--- config.mk ---
export PLATFORM = sky130hd
export DESIGN_NAME = burst_sram_front
export DESIGN_NICKNAME = d
export VERILOG_FILES = /design/src/rtl/burst_sram_front.sv
export SDC_FILE = /design/constraint.sdc
export NUM_CORES = 1
export LEC_CHECK = 0
export BUFFER_PORTS_ARGS = -buffer_cell sky130_fd_sc_hd__buf_2
export CAP_MARGIN = 15
export CORE_MARGIN = 5
export CORE_UTILIZATION = 30
export DETAILED_ROUTE_END_ITERATION = 12
export PLACE_DENSITY = 0.53
export SYNTH_ARGS = -nofsm -noshare
export SYNTH_HDL_FRONTEND = slang
export SYNTH_SLANG_ARGS = --single-unit
--- constraint.sdc ---
create_clock -name clk -period 3.9 [get_ports clk]
set_clock_uncertainty 0.1 [all_clocks]
set_input_delay 0.39 -clock clk [delete_from_list [all_inputs] [get_ports clk]]
set_output_delay 0.39 -clock clk [all_outputs]
set_load 0.05 [all_outputs]
--- src/rtl/burst_sram_front.sv ---
module burst_sram_front #(
  parameter int ADDR_W = 6,
  parameter int LANE_W = 9,
  parameter int LANES  = 2,
  localparam int DATA_W = LANE_W * LANES,
  localparam int DEPTH  = 1 << ADDR_W
) (
  input  logic              clk,
  input  logic              rst_n,
  input  logic [ADDR_W-1:0] addr,
  input  logic [DATA_W-1:0] wdata,
  input  logic              ce1_n,
  input  logic              ce2,
  input  logic              adsp_n,
  input  logic              adsc_n,
  input  logic              adv_n,
  input  logic              burst_lin,
  input  logic              gw_n,
  input  logic              bwe_n,
  input  logic [LANES-1:0]  bsel_n,
  output logic              busy,
  output logic [ADDR_W-1:0] cur_addr,
  output logic [LANES-1:0]  lane_we,
  output logic [DATA_W-1:0] rdata
);

  logic [ADDR_W-1:0] base_q, base_d;
  logic [1:0]        cnt_q, cnt_d;
  logic              busy_d;
  logic [DATA_W-1:0] mem [DEPTH];

  function automatic logic [1:0] burst_lo(input logic [1:0] s, input logic [1:0] c, input logic lin);
    return lin ? s + c : s ^ c;
  endfunction

  wire sel_now = !ce1_n && ce2;
  wire p_go    = !adsp_n && !ce1_n;
  wire c_go    = !adsc_n && !p_go;
  wire a_go    = !adv_n && busy && !p_go && adsc_n;
  wire wr_ok   = (c_go && sel_now) || a_go;

  always_comb begin
    base_d = base_q;
    cnt_d  = cnt_q;
    busy_d = busy;
    if (p_go) begin
      base_d = addr;
      cnt_d  = 2'd0;
      busy_d = ce2;
    end else if (c_go) begin
      base_d = addr;
      cnt_d  = 2'd0;
      busy_d = sel_now;
    end else if (a_go) begin
      cnt_d = cnt_q + 2'd1;
    end
  end

  wire [LANES-1:0] lane_mask = !gw_n ? {LANES{1'b1}} : (!bwe_n ? ~bsel_n : '0);
  wire [LANES-1:0] wr_lanes  = wr_ok ? lane_mask : '0;
  wire [ADDR_W-1:0] eff_addr = {base_d[ADDR_W-1:2], burst_lo(base_d[1:0], cnt_d, burst_lin)};

  always_ff @(posedge clk) begin
    if (!rst_n) begin
      base_q  <= '0;
      cnt_q   <= '0;
      busy    <= 1'b0;
      lane_we <= '0;
    end else begin
      base_q  <= base_d;
      cnt_q   <= cnt_d;
      busy    <= busy_d;
      lane_we <= wr_lanes;
    end
  end

  always_ff @(posedge clk) begin
    if (rst_n) begin
      for (int i = 0; i < LANES; i++) begin
        if (wr_lanes[i]) mem[eff_addr][i*LANE_W +: LANE_W] <= wdata[i*LANE_W +: LANE_W];
      end
    end
  end

  assign cur_addr = {base_q[ADDR_W-1:2], burst_lo(base_q[1:0], cnt_q, burst_lin)};
  assign rdata    = mem[cur_addr];


  p_start_read_chk: assert property (@(posedge clk) disable iff (!rst_n)
    (!adsp_n && !ce1_n) |=> (lane_we == '0));


  desel_chk: assert property (@(posedge clk) disable iff (!rst_n)
    (!adsc_n && adsp_n && !(!ce1_n && ce2)) |=> (!busy && lane_we == '0));


  adv_step_chk: assert property (@(posedge clk) disable iff (!rst_n)
    (busy && adsp_n && adsc_n && !adv_n) |=> (cnt_q == $past(cnt_q) + 2'd1));


  hold_chk: assert property (@(posedge clk) disable iff (!rst_n)
    (busy && adsc_n && adv_n && (adsp_n || ce1_n)) |=> ($stable(cur_addr) && lane_we == '0));


  gw_all_chk: assert property (@(posedge clk) disable iff (!rst_n)
    (!adsc_n && adsp_n && !ce1_n && ce2 && !gw_n) |=> (lane_we == {LANES{1'b1}}));


  we_busy_chk: assert property (@(posedge clk) disable iff (!rst_n)
    (lane_we != '0) |-> busy);

endmodule

# ---- Word level (Yosys, flattened, before mapping)
# Memory sizes are Yosys's and may differ from the RTL's.
# Cells that the tools add are included.
dict set report word_totals {
  mem_bits_ro 0
  ramBits 1152
  input_bits 36
  out_inout_bits 27
  ff_bits 11
  word_cells 43
  latch_bits 0
  n_memories 1
}
dict set report classes {
  n_mul 0
  mux 18
  n_eq_ne 0
  magnitude_cmp 0
  n_addsub 3
  bitwise_logic 3
  reduce_logical 14
  n_shift 0
  n_div 0
}
# name depth word_bits read_ports rd_ports_with_merged_regs wr line
set mem_list {}
lappend mem_list {mem 64 18 1 0 1 30} ;# logic [DATA_W-1:0] mem [DEPTH];
# op count
set ops {}
lappend ops {{$mux W2} 8}
lappend ops {{$mux W6} 2}
lappend ops {{$mux W1} 8}
lappend ops {{$logic_and A1 B1 Y1} 7}
lappend ops {{$logic_not A1 Y1} 5}
lappend ops {{$add A2 B2 Y2} 2}
lappend ops {{$xor A2 B2 Y2} 2}
lappend ops {{$add A2 B1 Y2 const B} 1}
lappend ops {{$not A2 Y2} 1}
lappend ops {{$reduce_bool A2 Y1} 1}
lappend ops {{$logic_or A1 B1 Y1} 1}

# ---- Logic depth before layout (Yosys ltp)
dict set report logic_depth {
  depth_word 10
  mapped_depth 12
  mapped_depth_nobuf 8
}

# ---- Least setup slack after synthesis
# Ideal clock, no wire load.
dict set report synth_timing {
  kind {register to output}
  startpoint {register cnt_q[0]}
  endpoint {output rdata[10]}
  slack_ns -0.257
  arrival_ns 3.667
  path_buffers 4
  required_ns 3.410
  stages_incl_launch_ff 10
  cell_sequence {dfxtp_1 -> ha_1 -> buf_2 -> buf_2 -> buf_1 -> clkbuf_1 -> o221ai_1 -> a211o_1 -> a221o_1 -> a32oi_1}
}
dict set report synth_between {
  elab_chain_cells 3
  elab_cells_between_ends 4
  classes_between {add/sub (1); mux (1); bitwise (1); memory (1)}
}
# item line
set synth_lines {}
lappend synth_lines {{start, declared} 28} ;# logic [1:0] cnt_q, cnt_d;
lappend synth_lines {{start signal, assigned} 71} ;# cnt_q <= cnt_d;
lappend synth_lines {{$add A2 B2 Y2 / $xor A2 B2 Y2 (equally long branches)} 33} ;# return lin ? s + c : s ^ c;
lappend synth_lines {{$mux W2 (*)} 33}
lappend synth_lines {{named net cur_addr[0]} 22} ;# output logic [ADDR_W-1:0] cur_addr,
lappend synth_lines {{$mem_v2 Z64 W18 (*)} n/a}
lappend synth_lines {{end, declared} 24} ;# output logic [DATA_W-1:0] rdata
# The timed path passes the listed nets; every way through them passes the cells marked *.

# ---- Worst setup path in the final report
dict set report layout_timing {
  startpoint {register cnt_q[0]}
  endpoint {output rdata[11]}
}
dict set report layout_between {
  elab_chain_cells 3
  elab_cells_between_ends 4
  classes_between {add/sub (1); mux (1); bitwise (1); memory (1)}
}
# item line
set layout_lines {}
lappend layout_lines {{$add A2 B2 Y2 / $xor A2 B2 Y2 (equally long branches)} 33}
lappend layout_lines {{$mux W2 (*)} 33}
lappend layout_lines {{$mem_v2 Z64 W18 (*)} n/a}
# Every way passes the cells marked *; elsewhere a longest branch is shown, timed or not.

==> metrics <==
status=complete, but fails checks; failing checks=setup timing; Mapped Nets=2,580; worst skew pair latency=740 ps; clk sinks=1,163; post-synthesis sequential area ratio=74.8%; CP arrival=3540 ps; clock slew at reported path FFs=60 ps; Avg Cell Area, Syn=18.3 µm²; drt first pass iters=6; area share of the largest cell type after synthesis=74.3%; top post-synthesis cells by area=edfxtp_1 (74%), mux4_2 (10%), mux2i_1 (2.1%); RSZ-0062 raised after global routing=yes; row cnt=144; critical path, cell by cell=ha_4 > buf_12 > buf_16 > buf_12 > mux4_2 > mux2i_2 > o211ai_1 > o32a_1 > buf_6 > buf_12; M1 WL=61,100 µm; clock root cell=clkbuf_16; CTS buffer count=115; CTS tree=built; Final Hold Viols=0; final worst-path cycle share=103%; Max transition margin=12.1%; vias in the first global route=26,100; Starting Density=30.2%; Slowest cell on crit path=mux4_2; CP Buf/Inv Count=5; CP max stage delay=500 ps; Core Area=154,000 µm²; initial antenna violation count=12; most common cell in the netlist=edfxtp_1; MaxCap Viol Count=0; area grow syn2layout=22.9%; EDFF count, synth=1,152; max-slew violation count=0; Synth cell types=64; maximum clock path buffer count=3; P_leak=18.1 nW; Critical Path Sink Type=output port; via count=26,300; gpl congestion=0.792; Setup Viol. Count Final=15; final-stage net count=2,959; final setup margin=-128 ps; Post-Route WL=138,000 µm; Wirelength per Cell=27.3 µm; DP HPWL=85,900 µm; FMAX=248 MHz; worst slack, placed=48.6 ps; number of fill cells=14,300; minimum clock period=4030 ps; antenna viol nets, final=0; max layer used=met5; startpoint types=flip-flop; commonest register cell after synthesis=edfxtp_1; critical path type=reg -> out; Buffers on Ports=62; worst slew pin tran=1310 ps; die height=404 µm; global-route wire length before repair=197,000 µm; DRC Markers=0; total power per unit cell area=475 nW/µm²; WP data required=3410 ps; drt via density=5.19; Crit Path Max Fanout=6; metal2 WL=63,700 µm; grt total ovfl=0; Mapped Area=46,500 µm²; CP top delay family=buffers and inverters; Final Core Density=37.1%; Ports=63; Yosys top cell by area=edfxtp_1; most frequent cell on the critical path=buf_12; Syn Inst Count=2,542; H-tree depth=3; Synth top cells by count=edfxtp_1 (1,152), mux4_2 (209), nand2_1 (180); Die ar.=163,000 µm²; FFs w/ async S/R, synth=0%; Global Route Usage Sum=16.7%; Yosys warning total=0; layout cell share with drive strength beyond 1=31.5%; #FFs+latches synth=1,163; metal3 WL=9270 µm; Hold/Removal Path Class=in -> reg; largest net degree at the start of global routing=56; Max rail drop VDD=0.358 mV; Die X=404 µm; first-iteration detailed-routing DRC count=2,946
==> cell type report <==
cell class / count / area [µm²] / area share (%)
clock buffers: 142 / 3000 / 5.25
clock inverters: 71 / 674 / 1.18
inverters: 4 / 31.3 / 0.0547
flip-flops and latches: 1163 / 34800 / 60.9
multi-input cells: 1195 / 11700 / 20.5
well taps: 2044 / 2560 / 4.47
diodes: 1 / 2.50 / 0.00437
repair inverters: 3 / 61.3 / 0.107
repair buffers: 439 / 4340 / 7.59
==> metal layers <==
| metal | vias up | track usage, % |
|---|---|---|
| met3 | 227 | 2.61 |
| met1 | 13800 | 24.0 |
| met2 | 1059 | 26.2 |
| met4 | 2 | 5.34 |
| li1 | 11200 | - |
| met5 | - | 0 |
==> tightest hold or removal path, cell delays in order <==
cell and delay [ps]:
buf_2 90, mux2i_1 210, nor2b_1 150
==> power breakdown <==
group	leakage, nW	switching [mW]	internal (mW)	total, mW
Combinational	5.84	1.53	1.01	2.54
Sequential	10.4	0.0193	13.7	13.8
Clock	1.77	4.73	6.12	10.9
==> worst paths after layout <==
path / start / end / slack, ps / cells after the start
setup / recovery: cnt_q[0] / rdata[11] / -130 / 10
hold / removal: addr[2] / base_q[2] / 60 / 3
setup reg to reg: busy / mem[54][14] / 210 / 6
hold reg to reg: base_q[0] / base_q[0] / 530 / 3
==> what timing repair did <==
item | 4_1_cts | 5_1_grt
cloned | 11 | 1
hold buffers | 11 | 0
hold endpoints to repair | 9 | 0
gates resized for setup | 187 | 97
endpoints found under the setup margin | 18 | 18
buffers inserted | 56 | 24
pin swaps | 36 | 36
==> flip-flops by register name, summed over array words and instances (netlist names) <==
register	flops
base_q	6
busy	1
cnt_q	2
lane_we	2
mem	1152
==> cells in the final DEF, fill, tap and decap left out, drive strengths merged, types with 8 or more instances in the layout <==
master and n:
o221ai 34, nor3 29, nand3b 27, nand3 29
o21ai 55, a311o 11, a31oi 15, a221o 11
nor2b 13, mux4 209, clkinv 56, mux2 12
a211oi 17, a211o 8, dfxtp 11, and2 11
nand2 180, o21bai 12, edfxtp 1152, a221oi 34
o22ai 33, a21oi 64, dlygate4sd3 11, bufinv 10
mux2i 97, clkbuf 143, or3 25, a31o 13
o22a 13, nor2 146, nand2b 9, buf 425
==> cell families after synthesis <==
kind of cell / share of synthesized area, %
xor+xnor: 0.242
simple gates: 4.71
buf+inv: 1.70
flops: 74.8
fa+ha+maj: 0.0538
mux: 12.5
compound gates: 5.98
==> metrics by stage <==
step | hold WS (ps) | cells | area [µm²] | TNS [ps] | total power [mW]
after detailed placement | 546 | 4746 | 51200 | 0 | 16.2
after CTS | 18.7 | 5037 | 56500 | -2410 | 27.3
after global routing | 74.2 | 5061 | 57200 | -2230 | 28.0
after global placement | 537 | 4745 | 51200 | -22200 | 16.1
after floorplan | 389 | 2542 | 46600 | 0 | 15.1
final | 59.6 | 5062 | 57200 | -1000 | 27.2
Note: power is estimated with default switching activity, not from simulation.
